## src/rtl/hdx_coll_pkg.sv

```systemverilog
// Package: shared state type for the half-duplex collision controller.
// Assumes: nothing beyond SystemVerilog enums.
package hdx_coll_pkg;

    typedef enum logic [2:0] {
        ST_IDLE,      // waiting for a frame to start
        ST_SEND,      // frame on the wire, counting bit times
        ST_HOLD_PRE,  // collision seen in preamble, jam deferred
        ST_JAM,       // driving the jam pattern
        ST_DECIDE,    // jam done, waiting for next strobe to decide
        ST_BACKOFF    // waiting a random number of slots
    } ctl_state_t;

endpackage

```

## src/rtl/hdx_bit_window.sv

```systemverilog
// Module: counts bit-time strobes since the start of a frame and reports
// whether the collision window (one slot) has been passed.
// Assumes: clear and count_en are never meaningful together; the count
// saturates at SLOT_BITS so it never wraps on long frames.
module hdx_bit_window #(
    parameter int SLOT_BITS = 512
) (
    input  logic clk,
    input  logic rst_n,
    input  logic clear,
    input  logic count_en,
    input  logic bit_stb,
    output logic past_slot
);
    localparam int CW = $clog2(SLOT_BITS + 1);
    localparam logic [CW-1:0] SLOT_V = CW'(SLOT_BITS);

    logic [CW-1:0] cnt;

    // Saturating count of strobes while the frame is being sent.
    always_ff @(posedge clk) begin
        if (!rst_n || clear) begin
            cnt <= '0;
        end else if (count_en && bit_stb && cnt != SLOT_V) begin
            cnt <= cnt + 1'b1;
        end
    end

    assign past_slot = (cnt == SLOT_V);

    // The counter never runs past the window boundary (feeds R5).
    assert_cnt_bound_R5: assert property (@(posedge clk) disable iff (!rst_n)
        cnt <= SLOT_V);

endmodule

```

## src/rtl/hdx_lfsr.sv

```systemverilog
// Module: free-running 16-bit Galois LFSR used as the backoff random source.
// Assumes: OUT_W <= 16; the state is seeded non-zero by reset.
module hdx_lfsr #(
    parameter int OUT_W = 10
) (
    input  logic             clk,
    input  logic             rst_n,
    output logic [OUT_W-1:0] rnd
);
    localparam int LW = 16;
    localparam logic [LW-1:0] TAPS = 16'hB400;
    localparam logic [LW-1:0] SEED = 16'hACE1;

    logic [LW-1:0] state;

    // Advance the sequence every clock.
    always_ff @(posedge clk) begin
        if (!rst_n) begin
            state <= SEED;
        end else begin
            state <= {1'b0, state[LW-1:1]} ^ (state[0] ? TAPS : '0);
        end
    end

    assign rnd = state[OUT_W-1:0];

    // A zero state would lock the generator (feeds R4 spread).
    assert_lfsr_alive_R4: assert property (@(posedge clk) disable iff (!rst_n)
        state != '0);

endmodule

```

## src/rtl/hdx_backoff_timer.sv

```systemverilog
// Module: waits a loaded number of slot times, counted in bit strobes,
// and flags the cycle in which the wait is over.
// Assumes: load is a single-cycle pulse; SLOT_BITS >= 2.
module hdx_backoff_timer #(
    parameter int SLOT_BITS = 512,
    parameter int SLOTS_W   = 10
) (
    input  logic               clk,
    input  logic               rst_n,
    input  logic               load,
    input  logic [SLOTS_W-1:0] slots,
    input  logic               bit_stb,
    output logic               expire
);
    localparam int SC_W = $clog2(SLOT_BITS);
    localparam logic [SC_W-1:0] SC_LAST = SC_W'(SLOT_BITS - 1);

    logic               active;
    logic [SLOTS_W-1:0] rem;
    logic [SC_W-1:0]    sc;

    assign expire = active && (rem == '0);

    // Slot countdown: bit strobes fill a slot, each full slot drops rem.
    always_ff @(posedge clk) begin
        if (!rst_n) begin
            active <= 1'b0;
            rem    <= '0;
            sc     <= '0;
        end else if (load) begin
            active <= 1'b1;
            rem    <= slots;
            sc     <= '0;
        end else if (expire) begin
            active <= 1'b0;
        end else if (active && bit_stb) begin
            if (sc == SC_LAST) begin
                sc  <= '0;
                rem <= rem - 1'b1;
            end else begin
                sc <= sc + 1'b1;
            end
        end
    end

    // Remaining slots only ever count down between loads.
    assert_rem_down_R4: assert property (@(posedge clk) disable iff (!rst_n)
        (active && !load) |=> (rem <= $past(rem)));

    // The expiry is a single-cycle event.
    assert_expire_pulse_R4: assert property (@(posedge clk) disable iff (!rst_n)
        expire |=> !expire);

endmodule

```

## src/rtl/hdx_coll_ctrl.sv

```systemverilog
// Module: top of the half-duplex collision handler. Sequences jam, the
// retry/late/abandon decision and the backoff before a retry request.
// Assumes: bit_stb is a one-cycle pulse per bit time; frm_start is only
// given when the block is idle; coll and pre_act are synchronous to clk.
module hdx_coll_ctrl #(
    parameter int SLOT_BITS    = 512,
    parameter int JAM_BITS     = 32,
    parameter int MAX_ATTEMPTS = 16,
    parameter int BACKOFF_CAP  = 10,
    parameter int DATA_W       = 4
) (
    input  logic              clk,
    input  logic              rst_n,
    input  logic              bit_stb,
    input  logic              coll,
    input  logic              pre_act,
    input  logic              frm_start,
    input  logic              frm_end,
    output logic              jam_en,
    output logic [DATA_W-1:0] jam_d,
    output logic              retry_req,
    output logic              late_coll,
    output logic              retry_lim
);
    import hdx_coll_pkg::*;

    localparam int ATT_W = $clog2(MAX_ATTEMPTS + 1);
    localparam int JAM_W = $clog2(JAM_BITS);
    localparam logic [JAM_W-1:0] JAM_LAST = JAM_W'(JAM_BITS - 1);
    localparam logic [ATT_W-1:0] ATT_LAST = ATT_W'(MAX_ATTEMPTS - 1);

    ctl_state_t             state;
    logic [ATT_W-1:0]       attempts;
    logic [ATT_W-1:0]       n_next;
    logic [JAM_W-1:0]       jam_cnt;
    logic                   late_seen;
    logic                   late_q, lim_q, retry_q;
    logic                   past_slot;
    logic                   last_try;
    logic                   tmr_load, tmr_expire;
    logic [BACKOFF_CAP-1:0] rnd, mask;

    assign n_next   = attempts + 1'b1;
    assign last_try = (attempts == ATT_LAST);
    assign tmr_load = (state == ST_DECIDE) && bit_stb && !late_seen && !last_try;

    // Backoff range mask: the low min(n, cap) bits are set.
    for (genvar i = 0; i < BACKOFF_CAP; i++) begin : g_mask
        assign mask[i] = (int'(n_next) > i);
    end

    hdx_bit_window #(.SLOT_BITS(SLOT_BITS)) u_window (
        .clk      (clk),
        .rst_n    (rst_n),
        .clear    ((state == ST_IDLE) && frm_start),
        .count_en (state == ST_SEND),
        .bit_stb  (bit_stb),
        .past_slot(past_slot)
    );

    hdx_lfsr #(.OUT_W(BACKOFF_CAP)) u_lfsr (
        .clk  (clk),
        .rst_n(rst_n),
        .rnd  (rnd)
    );

    hdx_backoff_timer #(.SLOT_BITS(SLOT_BITS), .SLOTS_W(BACKOFF_CAP)) u_timer (
        .clk    (clk),
        .rst_n  (rst_n),
        .load   (tmr_load),
        .slots  (rnd & mask),
        .bit_stb(bit_stb),
        .expire (tmr_expire)
    );

    // Control sequence: send, jam, decide, back off; one-cycle outcome pulses.
    always_ff @(posedge clk) begin
        if (!rst_n) begin
            state     <= ST_IDLE;
            attempts  <= '0;
            jam_cnt   <= '0;
            late_seen <= 1'b0;
            late_q    <= 1'b0;
            lim_q     <= 1'b0;
            retry_q   <= 1'b0;
        end else begin
            late_q  <= 1'b0;
            lim_q   <= 1'b0;
            retry_q <= 1'b0;
            unique case (state)
                ST_IDLE: begin
                    if (frm_start) state <= ST_SEND;
                end
                ST_SEND: begin
                    if (coll) begin
                        late_seen <= past_slot;
                        jam_cnt   <= '0;
                        state     <= pre_act ? ST_HOLD_PRE : ST_JAM;
                    end else if (frm_end) begin
                        attempts <= '0;
                        state    <= ST_IDLE;
                    end
                end
                ST_HOLD_PRE: begin
                    if (!pre_act) state <= ST_JAM;
                end
                ST_JAM: begin
                    if (bit_stb) begin
                        if (jam_cnt == JAM_LAST) state <= ST_DECIDE;
                        else                     jam_cnt <= jam_cnt + 1'b1;
                    end
                end
                ST_DECIDE: begin
                    if (bit_stb) begin
                        if (late_seen) begin
                            late_q   <= 1'b1;
                            attempts <= '0;
                            state    <= ST_IDLE;
                        end else if (last_try) begin
                            lim_q    <= 1'b1;
                            attempts <= '0;
                            state    <= ST_IDLE;
                        end else begin
                            attempts <= n_next;
                            state    <= ST_BACKOFF;
                        end
                    end
                end
                ST_BACKOFF: begin
                    if (tmr_expire) begin
                        retry_q <= 1'b1;
                        state   <= ST_IDLE;
                    end
                end
                default: state <= ST_IDLE;
            endcase
        end
    end

    assign jam_en    = (state == ST_JAM);
    assign jam_d     = {DATA_W{jam_en}};
    assign retry_req = retry_q;
    assign late_coll = late_q;
    assign retry_lim = lim_q;

    // Jam ends only on the strobe that completes the last jam bit.
    assert_jam_len_R1: assert property (@(posedge clk) disable iff (!rst_n)
        $fell(jam_en) |-> ($past(bit_stb) && $past(jam_cnt) == JAM_LAST));

    // Jam never starts while the preamble is still flagged.
    assert_pre_hold_R2: assert property (@(posedge clk) disable iff (!rst_n)
        $rose(jam_en) |-> !$past(pre_act));

    // A late collision never leaves a retry pending.
    assert_late_no_retry_R5: assert property (@(posedge clk) disable iff (!rst_n)
        late_coll |-> (state == ST_IDLE));

    // Outcomes are exclusive and follow a strobe in the decide step.
    assert_outcome_excl_R6: assert property (@(posedge clk) disable iff (!rst_n)
        $onehot0({retry_req, late_coll, retry_lim}));
    assert_decide_on_stb_R6: assert property (@(posedge clk) disable iff (!rst_n)
        (late_coll || retry_lim) |-> ($past(bit_stb) && $past(state) == ST_DECIDE));

    // Collision count stays below the abandon limit.
    assert_attempt_bound_R7: assert property (@(posedge clk) disable iff (!rst_n)
        attempts < ATT_W'(MAX_ATTEMPTS));

endmodule

```

## config.mk

```make
export PLATFORM = sky130hd
export DESIGN_NAME = hdx_coll_ctrl
export DESIGN_NICKNAME = d
export VERILOG_FILES = /design/src/rtl/hdx_coll_pkg.sv /design/src/rtl/hdx_bit_window.sv /design/src/rtl/hdx_lfsr.sv /design/src/rtl/hdx_backoff_timer.sv /design/src/rtl/hdx_coll_ctrl.sv
export SDC_FILE = /design/constraint.sdc
export NUM_CORES = 1
export LEC_CHECK = 0
export ABC_CLOCK_PERIOD_IN_PS = 7100
export BUFFER_PORTS_ARGS = -buffer_cell sky130_fd_sc_hd__clkbuf_2
export CAP_MARGIN = 20
export CORE_ASPECT_RATIO = 1.2
export CORE_MARGIN = 4
export CORE_UTILIZATION = 40
export CTS_CLUSTER_DIAMETER = 50
export CTS_CLUSTER_SIZE = 10
export DETAILED_ROUTE_END_ITERATION = 10
export SYNTH_ARGS = -nofsm -noshare
export SYNTH_HDL_FRONTEND = slang
export SYNTH_HIERARCHICAL = 1
export SYNTH_SLANG_ARGS = --single-unit
```

## constraint.sdc

```tcl
create_clock -name clk -period 7.1 [get_ports clk]
set_clock_uncertainty 0.05 [all_clocks]
set_input_delay 0.355 -clock clk [delete_from_list [all_inputs] [get_ports clk]]
set_output_delay 0.355 -clock clk [all_outputs]
set_load 0.005 [all_outputs]
```

-- Yosys cells after proc, flatten, opt, wreduce, memory -nomap -nowiden
Cells that the tools add are included.
- register bits after elaboration: 63
- bits in latches: 0
- ROM bits: 0
- input bits: 7
- memory bits (writable): 0
- memories kept: 0
- multipliers: 0
- div/mod/pow operators: 0
- reductions and logical operators: 29
- $lt $le $gt $ge: 10
- bitwise operators: 6
- add/subtract/negate cells: 5
- muxes and demuxes: 33
- equal/unequal tests: 22
- shifts and indexed selects: 0
- operators with widths (operator ; number):
    10-bit 2-to-1 mux ; 4
    5-bit 2-to-1 mux ; 8
    3-bit 2-to-1 mux ; 10
    5-bit by 3-bit greater-than comparator with 1-bit output, second input constant ; 4
    2-bit inequality test, second input constant ; 10
    5-bit case mux with 2 select lines ; 2
    3-bit case mux with 6 select lines ; 1
    16-bit 2-to-1 mux ; 1
    15-bit by 16-bit bitwise XOR with 16-bit output ; 1
    10-bit by 1-bit adder with 10-bit output, second input constant ; 1
    5-bit by 1-bit adder with 5-bit output, second input constant ; 2
    10-bit AND ; 1
    10-bit equality test, second input constant ; 1
    5-bit by 1-bit greater-than comparator with 1-bit output, second input constant ; 2
    5-bit by 2-bit greater-than comparator with 1-bit output, second input constant ; 2
    5-bit by 4-bit greater-than comparator with 1-bit output, second input constant ; 2
    10-bit zero test ; 1
    10-bit inequality test, second input constant ; 1
    2-bit nonzero test ; 5
    10-bit by 1-bit subtractor with 10-bit output, second input constant ; 1
    9-bit by 1-bit adder with 9-bit output, second input constant ; 1
    9-bit equality test, second input constant ; 1
    9-bit 2-to-1 mux ; 1
    1-bit logical AND ; 8
    other kinds (18) ; 34

-- Logic depth before layout (Yosys ltp)
Gate-level depths: netlist of the first run.
- word-level depth: 6
- mapped depth: 10
- mapped depth without buffers: 9

-- Cells and area by module
Netlist of the first run, hierarchy kept.
- modules (own cells, without submodules) (module ; times used ; area each (um^2) ; cells each ; sequential area each (um^2)):
    hdx_coll_ctrl ; 1 ; 1228.7 ; 146 ; 340.3
    hdx_backoff_timer ; 1 ; 1076.0 ; 127 ; 400.4
    hdx_bit_window ; 1 ; 546.8 ; 64 ; 200.2
    hdx_lfsr ; 1 ; 528.0 ; 46 ; 320.3

-- Least setup slack after synthesis of the first run
No wires, ideal clock.
- kind: register to register
- start point: register attempts[0]
- end point: register u_timer.rem[5]
- setup slack: 4.717 ns
- library setup time: 0.132 ns
- stages on the path, launching flop included: 11
- buffers on the path: 1
- data required time: 6.918 ns
- clock period less this slack: 2.383 ns
- arrival time: 2.202 ns
- cell sequence: dfxtp_1 > ha_1 > nand3_1 > inv_1 > ha_1 > nor4_2 > and2_1 > clkinv_1 > clkbuf_1 > o21ai_0 > a21oi_1
- cells in the longest elaborated chain, start to end: 5
- elaborated cells on any way between the ends: 11
- classes of those cells: 1 x add/sub; 1 x order compare; 2 x eq/ne; 1 x mux; 1 x bitwise; 5 x reduce/logical
- RTL lines (element ; RTL line ; RTL):
    start: declaration ; hdx_coll_ctrl.sv:33 ; logic [ATT_W-1:0] attempts;
    start signal: assignment ; hdx_coll_ctrl.sv:124 ; attempts <= n_next;
    5-bit by 4-bit equality test with 1-bit output * ; hdx_coll_ctrl.sv:44 ; assign last_try = (attempts == ATT_LAST);
    via last_try ; hdx_coll_ctrl.sv:39 ; logic last_try;
    1-bit zero test * ; hdx_coll_ctrl.sv:45 ; assign tmr_load = (state == ST_DECIDE) && bit_stb && !late_seen && !last_try;
    1-bit logical AND * ; hdx_coll_ctrl.sv:45 ;
    via tmr_load ; hdx_coll_ctrl.sv:40 ; logic tmr_load, tmr_expire;
    2-bit inequality test (no source line) or 2-bit nonzero test (tied branches) ; - ;
    3-bit AND reduction (no source line) ; - ;
    end signal: assignment ; hdx_backoff_timer.sv:32 ; rem <= slots;
    end signal: assignment ; hdx_backoff_timer.sv:39 ; rem <= rem - 1'b1;
    end: declaration ; hdx_backoff_timer.sv:19 ; logic [SLOTS_W-1:0] rem;
Mark *: on every way through the listed nets, which the timed path passes. The rest lies on a longest branch.
A chain may end at the register's enable or synchronous reset.

-- Worst setup path after layout of the first run
- start point: register attempts[0]
- end point: register u_timer.rem[3]
The elaborated chain is that of the path after synthesis.

==> reports/qor.txt, run 1 <==
Critical-path cell list: ha_1, nand3_1, inv_1, ha_1, nor4_2, and2_1, clkinv_1, and4_2, nor3_1
Worst hold path type: reg -> reg
Commonest cells after routing, fill and taps aside: dfxtp_1 (63), nand2_1 (37), o21ai_0 (20), nand3_1 (18), a21oi_1 (18)
Post-detailed-route wirelength per cell: 13.2 um
Share of flip-flops with an asynchronous set or reset after synthesis: 0
Critical Path Sink Type: flop
Status: finished clean
Type of element launching the critical path: flop
Sequential Area: 0.00126 mm2
Antenna violations before repair: 0
Maximum vdd drop: 104 uV
Area of the die: 0.00999 mm2
Period utilization: 0.408
Via count of the first global-routing pass: 2511
TritonCTS clock tree: built
Cell area after synthesis: 0.00338 mm2
Overall overflow remaining after global route: 0
Crit-path most repeated cell: ha_1
Most frequently used flop master after synthesis: dfxtp_1
Post-synth EDFFs: 0
Largest buffer count on any clock path: 2
Buffers & Inverters on Critical Path: 2
Clock period minus final worst setup slack: 2900 ps
Worst setup slack for register-to-register paths: 4200 ps
Reg clk slew, reported paths: 70 ps
Final number of hold-violating endpoints: 0
Hold-fix buffers, CTS: 0
Avg Synthesized Cell Area: 8.82 um2
Slowest stage delay, CP: 520 ps
Crit path max-delay family: simple AND/OR/NAND/NOR gates
Share of layout cells above drive strength 1: 0.123
Dominant cells by area after synthesis: dfxtp_1 (37%), ha_1 (4.8%), nand2_1 (4.1%)
Cell type with the largest total area after synthesis: dfxtp_1
Cell at the root of the clock tree: clkbuf_8
Floorplan core area: 0.00820 mm2
Setup Slack @ Placement: 4200 ps
Routed via count divided by cell count: 5.31
CTS HTree Levels: 3
Category of the critical setup timing path: reg -> reg
Synthesized netlist net count: 403
Via count: 2669
Antenna diodes: 0
Required time reported for the critical path endpoint: 7320 ps
Arrival time reported for the critical path endpoint: 3120 ps
Iteration-0 DRC Markers: 130
Pins Over Slew Limit: 0
Number of different library cells in the post-synthesis netlist: 59
Largest fanout on the critical path: 19
Post-route antenna net violation count: 0
Transition time at the pin with the least slew margin: 619 ps
RSZ-0062 raised after global routing: no
Number of port buffers: 14
I/O pin count: 15
Sequential cell area fraction in the yosys report: 0.373
Total wire length: 6.65 mm
Number of gates resized after CTS: 0
Area used by multi-input combinational logic: 0.00188 mm2
Total power density per cell area: 242 mW/mm2
Number of synthesized register bits: 63
# clock sinks: 63
Top-area cell type share of the netlist area: 0.373
Pin count of the biggest net entering global routing: 45
Setup violators final: 0
Overall routing resource usage: 0.146
Final WS setup: 4200 ps
Nets: 404
DPL Wire Length: 4.77 mm
Slowest library cell on the worst path: nor4_2
Standard-cell row count: 36
Number of remaining DRC errors: 0
Initial standard-cell utilization of the core: 0.412
Number of filler instances in the final layout: 865
Wire length of the first global-routing pass: 11.6 mm
Post-Syn Instances: 383
Leakage power total: 0.00136 uW
Max-Slew Margin vs Limit: 0.586
Highest attainable clock frequency: 345 MHz
Max-cap violations: 0
Die span in x: 91.9 um
Final TNS setup: 0 ps
Final core utilization: 0.446
TritonCTS Buffers: 9
Die height: 109 um
Placer Congestion: 0.912
Placed cell areas: 0.00342 mm2
Post-route cell area: 0.00365 mm2
Power Total: 884 uW
Post-CTS setup buffer count: 0
Area Overhead vs Synth: 8.07%
Synthesis Warnings: 6
Source-to-sink clock delay at the later pin of the worst-skew pair: 340 ps
First drt pass iteration count: 5
Most common cell after layout, fill and taps aside: dfxtp_1
-- cell usage after synthesis, drive strengths merged, types with 3 or more instances --
| master | count |
|---|---|
| a21boi | 8 |
| a21oi | 19 |
| a31oi | 8 |
| and2 | 16 |
| and3 | 3 |
| buf | 21 |
| clkbuf | 4 |
| dfxtp | 63 |
| ha | 13 |
| inv | 14 |
| mux2i | 12 |
| nand2 | 37 |
| nand2b | 14 |
| nand3 | 19 |
| nand4 | 4 |
| nor2 | 17 |
| nor2b | 7 |
| nor3 | 9 |
| nor3b | 4 |
| nor4 | 4 |
| o21a | 8 |
| o21ai | 20 |
| o31ai | 8 |
| or3 | 10 |
| or4 | 6 |
| xnor2 | 7 |
| xor2 | 6 |
-- cells by family after synthesis --
family,Yosys count,share of synthesized area
and+or+nand+nor,157,0.268
AOI/OAI and AO/OA,84,0.168
DFF,63,0.373
buffers and inverters,40,0.0696
xor gates and xnor gates,13,0.0337
muxes,13,0.0389
adders and majority gates,13,0.0481
-- report_power, final --
part,switching (uW),total [uW],internal [uW],leakage [uW]
clock,143,359,216,0.000112
sequential,25.7,396,370,0.000512
combinational,73.1,129,56.0,0.000735
total,242,884,642,0.00136
-- metal layers --
metal  up-vias  global-route usage  share of wire
met5         -                   0              0
met1      1264               0.178           0.47
met4         0              0.0679          0.022
met3        13              0.0407          0.030
met2        31               0.240           0.48
li1       1361                   -              -
-- path summary, 6_finish.rpt --
path,start,end,cells past startpoint
worst min register to register,u_lfsr/state[15],u_lfsr/state[14],1
worst min-delay path,u_lfsr/state[15],u_lfsr/state[14],1
worst max-delay path,attempts[0],u_timer/rem[3],9
worst max register to register,attempts[0],u_timer/rem[3],9
-- sequential cells by signal, indices dropped and copies added (netlist names) --
signal	cells
late_seen	1
attempts	5
jam_cnt	5
retry_req	1
u_timer/sc	9
u_window/cnt	10
u_timer/active	1
retry_lim	1
late_coll	1
u_timer/rem	10
state	3
u_lfsr/state	16
-- cell type report --
cell class | instances | area share
Inverter | 15 | 0.0154
Sequential cell | 63 | 0.345
Multi-Input combinational cell | 280 | 0.516
Clock inverter | 5 | 0.0219
Clock buffer | 11 | 0.0415
Tap cell | 114 | 0.0391
Timing Repair Buffer | 15 | 0.0212
-- through the flow --
stage / hold WS [ps] / std cells
floorplan: 336 / 383
CTS: 381 / 503
detailed placement: 350 / 487
global placement: 355 / 487
finish: 382 / 503
global route: 392 / 503
Power figures use the tool's default switching activity.
==> run 2: changes to the inputs <==
--- a/config.mk
+++ b/config.mk
@@ -5,7 +5,8 @@
 export SDC_FILE = /design/constraint.sdc
 export NUM_CORES = 1
 export LEC_CHECK = 0
-export ABC_CLOCK_PERIOD_IN_PS = 7100
+export ABC_AREA = 1
+export ABC_CLOCK_PERIOD_IN_PS = 3010
 export BUFFER_PORTS_ARGS = -buffer_cell sky130_fd_sc_hd__clkbuf_2
 export CAP_MARGIN = 20
 export CORE_ASPECT_RATIO = 1.2
==> constraint.sdc (replaced) <==
create_clock -name clk -period 3.01 [get_ports clk]
set_clock_uncertainty 0.05 [all_clocks]
set_input_delay 0.1505 -clock clk [delete_from_list [all_inputs] [get_ports clk]]
set_output_delay 0.1505 -clock clk [all_outputs]
set_load 0.005 [all_outputs]
==> reports/qor.txt, run 2 <==
Post-CTS setup buffer count: 0
Crit-path most repeated cell: nor2_1
Avg Synthesized Cell Area: 6.57 um2
Total wire length: 7.79 mm
Critical Path Sink Type: flop
Nets: 607
Antenna diodes: 0
Dominant cells by area after synthesis: dfxtp_1 (33%), nand2_1 (16%), nor2_1 (7.9%)
Largest buffer count on any clock path: 2
Period utilization: 0.813
Largest registers: u_lfsr/state (16), u_timer/rem (10), u_window/cnt (10)
Largest fanout on the critical path: 16
Most numerous cell in the Yosys netlist: nand2_1
Leakage power total: 0.00193 uW
TritonCTS Buffers: 9
Routed met2 length: 3.78 mm
Highest attainable clock frequency: 408 MHz
Antenna violations before repair: 0
Floorplan core area: 0.00918 mm2
Critical-path cell list: ha_1, nand2_1, nor2_1, ha_1, nor2_1, nand3_1, nor2_1, buf_4, inv_1, buf_4, nand4_1, nand3_2, nor2_1, nor2_1
Pins Over Slew Limit: 0
Amount of wire on met3 after detailed routing: 219 um
Cell area after synthesis: 0.00382 mm2
I/O pin count: 15
Post-detailed-route wirelength per cell: 10.9 um
Top cells by count, synth: nand2_1 (163), nor2_1 (80), inv_1 (77), dfxtp_1 (63), nand3_1 (46)
Power Total: 2120 uW
Max FFs per register: 16
Transition time at the pin with the least slew margin: 398 ps
Placer Congestion: 0.864
Total power density per cell area: 516 mW/mm2
Type of element launching the critical path: flop
Slowest library cell on the worst path: dfxtp_1
Iteration-0 DRC Markers: 126
First drt pass iteration count: 4
Overall routing resource usage: 0.150
Crit path max-delay family: simple AND/OR/NAND/NOR gates
Cell at the root of the clock tree: clkbuf_8
Worst hold path type: in -> reg
Reg clk slew, reported paths: 60 ps
Number of synthesized register bits: 63
Final number of hold-violating endpoints: 0
Slowest stage delay, CP: 370 ps
Status: finished clean
Most frequently used flop master after synthesis: dfxtp_1
Pin count of the biggest net entering global routing: 35
DPL Wire Length: 5.88 mm
Routed via count divided by cell count: 4.76
Post-synth EDFFs: 0
Hold-fix buffers, CTS: 0
Setup violators final: 0
RSZ-0062 raised after global routing: no
Most common cell after layout, fill and taps aside: nand2_1
Area of the die: 0.0112 mm2
M1 WL: 3.57 mm
Sequential cell area fraction in the yosys report: 0.330
Via count of the first global-routing pass: 3190
Synthesis Warnings: 6
Final TNS setup: 0 ps
# clock sinks: 63
Overall overflow remaining after global route: 0
Largest register by flop count: u_lfsr/state
Source-to-sink clock delay at the later pin of the worst-skew pair: 340 ps
Post-route antenna net violation count: 0
Area Overhead vs Synth: 7.33%
Die span in x: 97.3 um
CTS HTree Levels: 3
TritonCTS clock tree: built
Share of layout cells above drive strength 1: 0.124
Share of flip-flops with an asynchronous set or reset after synthesis: 0
Number of different library cells in the post-synthesis netlist: 37
Synthesized netlist net count: 602
Commonest cells after routing, fill and taps aside: nand2_1 (163), nor2_1 (80), inv_1 (77), dfxtp_1 (63), nand3_1 (46)
Top-area cell type share of the netlist area: 0.330
Die height: 115 um
Initial standard-cell utilization of the core: 0.417
Required time reported for the critical path endpoint: 3190 ps
Arrival time reported for the critical path endpoint: 2630 ps
Number of port buffers: 14
Wire length of the first global-routing pass: 13.9 mm
Via count: 3386
Maximum vdd drop: 212 uV
Buffers & Inverters on Critical Path: 3
Clock period minus final worst setup slack: 2450 ps
Number of remaining DRC errors: 0
Max-cap violations: 0
Cell type with the largest total area after synthesis: dfxtp_1
Post-Syn Instances: 582
Max-Slew Margin vs Limit: 0.734
Standard-cell row count: 38
Top layer reached by signal wires: met4
Category of the critical setup timing path: reg -> reg
Number of gates resized after CTS: 0
run 2: logic make-up (layout without fill, tap and decap cells):
logic type	Yosys count	count (layout)	synth area share
AND/OR/NAND/NOR	338	338	0.409
AO/OA/AOI/OAI	49	49	0.0654
flip-flops	63	63	0.330
buffers and inverters	109	118	0.130
adder cells (fa/ha/maj)	13	13	0.0425
XOR/XNOR	10	10	0.0229
run 2: through the flow:
stage	instance area, um2	setup WS (ps)	util	instances	hold WS [ps]
after floorplan	3820	950	-	582	239
after global placement	3890	672	0.424	696	339
after detailed placement	3890	573	0.424	696	351
after CTS	4100	557	0.447	711	57.5
after global routing	4100	292	0.447	711	99.9
final	4100	562	0.447	711	72.0
run 2: worst reg2reg max path, stage by stage, from the launching register on:
cell and delay, ps:
dfxtp_1 370, ha_1 250, nand2_1 90, nor2_1 60
ha_1 190, nor2_1 90, nand3_1 150, nor2_1 120
buf_4 190, inv_1 60, buf_4 180, nand4_1 130
nand3_2 220, nor2_1 160, nor2_1 60
run 2: path summary, 6_finish.rpt:
check,to,depth (start not counted),slack [ps],startpoint
worst max-delay path,u_timer/rem[5],14,560,attempts[0]
worst max register to register,u_timer/rem[5],14,560,attempts[0]
worst min register to register,u_lfsr/state[11],2,360,u_lfsr/state[12]
worst min-delay path,late_coll,3,70,bit_stb
run 2: layout make-up:
class,instances,area (um2)
timing repair buffer,17,92.6
tap,120,150
clock inverter,4,70.1
multi-input combinational,410,2070
clock buffer,11,141
sequential,63,1260
fill,950,5070
inverter,86,323
run 2: power by group:
group	internal, uW	total [uW]	switching [uW]
clock network	482	801	320
registers	880	930	49.4
logic	130	385	256
total	1490	2120	625
run 2: per-layer routing:
layer,global-route usage,vias to the layer above
li1,-,1799
met1,0.171,1520
met2,0.267,50
met3,0.0291,17
met4,0.0757,0
met5,0,-
==> run 3: changes to the inputs <==
--- a/config.mk
+++ b/config.mk
@@ -6,7 +6,7 @@
 export NUM_CORES = 1
 export LEC_CHECK = 0
 export ABC_AREA = 1
-export ABC_CLOCK_PERIOD_IN_PS = 3010
+export ABC_CLOCK_PERIOD_IN_PS = 2200
 export BUFFER_PORTS_ARGS = -buffer_cell sky130_fd_sc_hd__clkbuf_2
 export CAP_MARGIN = 20
 export CORE_ASPECT_RATIO = 1.2
==> constraint.sdc (replaced) <==
create_clock -name clk -period 2.2 [get_ports clk]
set_clock_uncertainty 0.05 [all_clocks]
set_input_delay 0.11 -clock clk [delete_from_list [all_inputs] [get_ports clk]]
set_output_delay 0.11 -clock clk [all_outputs]
set_load 0.005 [all_outputs]
==> reports/qor.txt, run 3 (same netlist as run 2, synthesis figures left out) <==
Status: finished clean
Pin count of the biggest net entering global routing: 34
Leakage power total: 0.00196 uW
Largest registers: u_lfsr/state (16), u_timer/rem (10), u_window/cnt (10)
Critical Path Sink Type: flop
Floorplan core area: 0.00918 mm2
Overall routing resource usage: 0.149
Arrival time reported for the critical path endpoint: 2170 ps
Worst hold path type: in -> reg
Type of element launching the critical path: flop
Initial standard-cell utilization of the core: 0.417
Pins Over Slew Limit: 0
Overall overflow remaining after global route: 0
Crit-path most repeated cell: nor2_1
Category of the critical setup timing path: reg -> reg
Post-route antenna net violation count: 0
CTS HTree Levels: 3
Area Overhead vs Synth: 8.57%
Crit path max-delay family: simple AND/OR/NAND/NOR gates
Antenna violations before repair: 0
Highest attainable clock frequency: 503 MHz
Largest register by flop count: u_lfsr/state
Antenna diodes: 0
Area of the die: 0.0112 mm2
I/O pin count: 15
Total wire length: 7.79 mm
Wire length of the first global-routing pass: 13.8 mm
Transition time at the pin with the least slew margin: 404 ps
Nets: 613
Reg clk slew, reported paths: 70 ps
Number of filler instances in the final layout: 985
Source-to-sink clock delay at the later pin of the worst-skew pair: 350 ps
Commonest cells after routing, fill and taps aside: nand2_1 (163), nor2_1 (77), inv_1 (76), dfxtp_1 (63), nand3_1 (46)
Number of port buffers: 14
TritonCTS clock tree: built
Placer Congestion: 0.858
Iteration-0 DRC Markers: 100
# clock sinks: 63
Routed via count divided by cell count: 4.65
Buffers & Inverters on Critical Path: 3
Required time reported for the critical path endpoint: 2380 ps
Final number of hold-violating endpoints: 0
Period utilization: 0.904
Slowest stage delay, CP: 320 ps
TritonCTS Buffers: 9
Sequential Area: 0.00126 mm2
Power Total: 2820 uW
Max-cap violations: 0
Maximum vdd drop: 248 uV
Slowest library cell on the worst path: dfxtp_1
Share of layout cells above drive strength 1: 0.139
Most common cell after layout, fill and taps aside: nand2_1
Max FFs per register: 16
Critical-path cell list: ha_1, nand2_1, nor2_1, ha_1, nor2_1, nand3_1, nor2_2, buf_4, buf_4, nor2_1, inv_1, a21oi_1
Number of remaining DRC errors: 0
Clock period minus final worst setup slack: 1990 ps
Standard-cell row count: 38
Cell at the root of the clock tree: clkbuf_8
Hold slack final: 33.8 ps
Max-Slew Margin vs Limit: 0.730
Die height: 115 um
Largest buffer count on any clock path: 2
Largest fanout on the critical path: 14
Area used by multi-input combinational logic: 0.00209 mm2
Via count of the first global-routing pass: 3142
Total power density per cell area: 679 mW/mm2
Via count: 3341
First drt pass iteration count: 4
DPL Wire Length: 5.78 mm
Post-detailed-route wirelength per cell: 10.9 um
Setup violators final: 0
Die span in x: 97.3 um
## run 3: what timing repair did
action	4_1_cts	5_1_grt
endpoints found under the setup margin	0	12
hold buffers	0	0
buffers inserted	0	1
resized for setup	0	7
## run 3: worst min-delay path, stage by stage
cell and delay (ps):
clkbuf_2 140, nand3_1 100, nor2_1 30
## run 3: routing by layer
layer  part of all wire  global-route usage  wire [um]  up-vias
li1                   -                   -          -     1819
met1               0.47               0.172       3690     1470
met4              0.027              0.0877        208        0
met5                  0                   0          0        -
met3              0.022              0.0285        171       19
met2               0.48               0.258       3720       33
## run 3: final cells by class
class / instances / share of cell area
Multi-Input combinational cell: 410 / 0.502
Sequential cell: 63 / 0.304
Inverter: 86 / 0.0778
Tap cell: 120 / 0.0362
Clock buffer: 12 / 0.0350
Timing Repair Buffer: 23 / 0.0341
Clock inverter: 4 / 0.0108
## run 3: path summary, 6_finish.rpt
kind | startpoint | end | slack [ps] | cells after the start
min reg2reg | u_lfsr/state[12] | u_lfsr/state[11] | 360 | 2
min | bit_stb | late_coll | 30 | 3
max reg2reg | attempts[0] | u_timer/sc[5] | 210 | 12
max | attempts[0] | u_timer/sc[5] | 210 | 12
## run 3: through the flow
stage               setup WS (ps)  instance area, um2  instances  TNS, ps   util
floorplan                     140                3820        582        0      -
global placement              217                3930        701        0  0.428
detailed placement            169                3930        701        0  0.428
CTS                           154                4120        717        0  0.449
global route                -6.10                4150        718    -7.59  0.452
finish                        211                4150        718        0  0.452
## run 3: where the power goes
part           internal (uW)  switching [uW]  leakage [uW]
clock                    549             449      0.000100
combinational            192             370       0.00134
sequential              1200            52.5      0.000513
total                   1950             871       0.00196
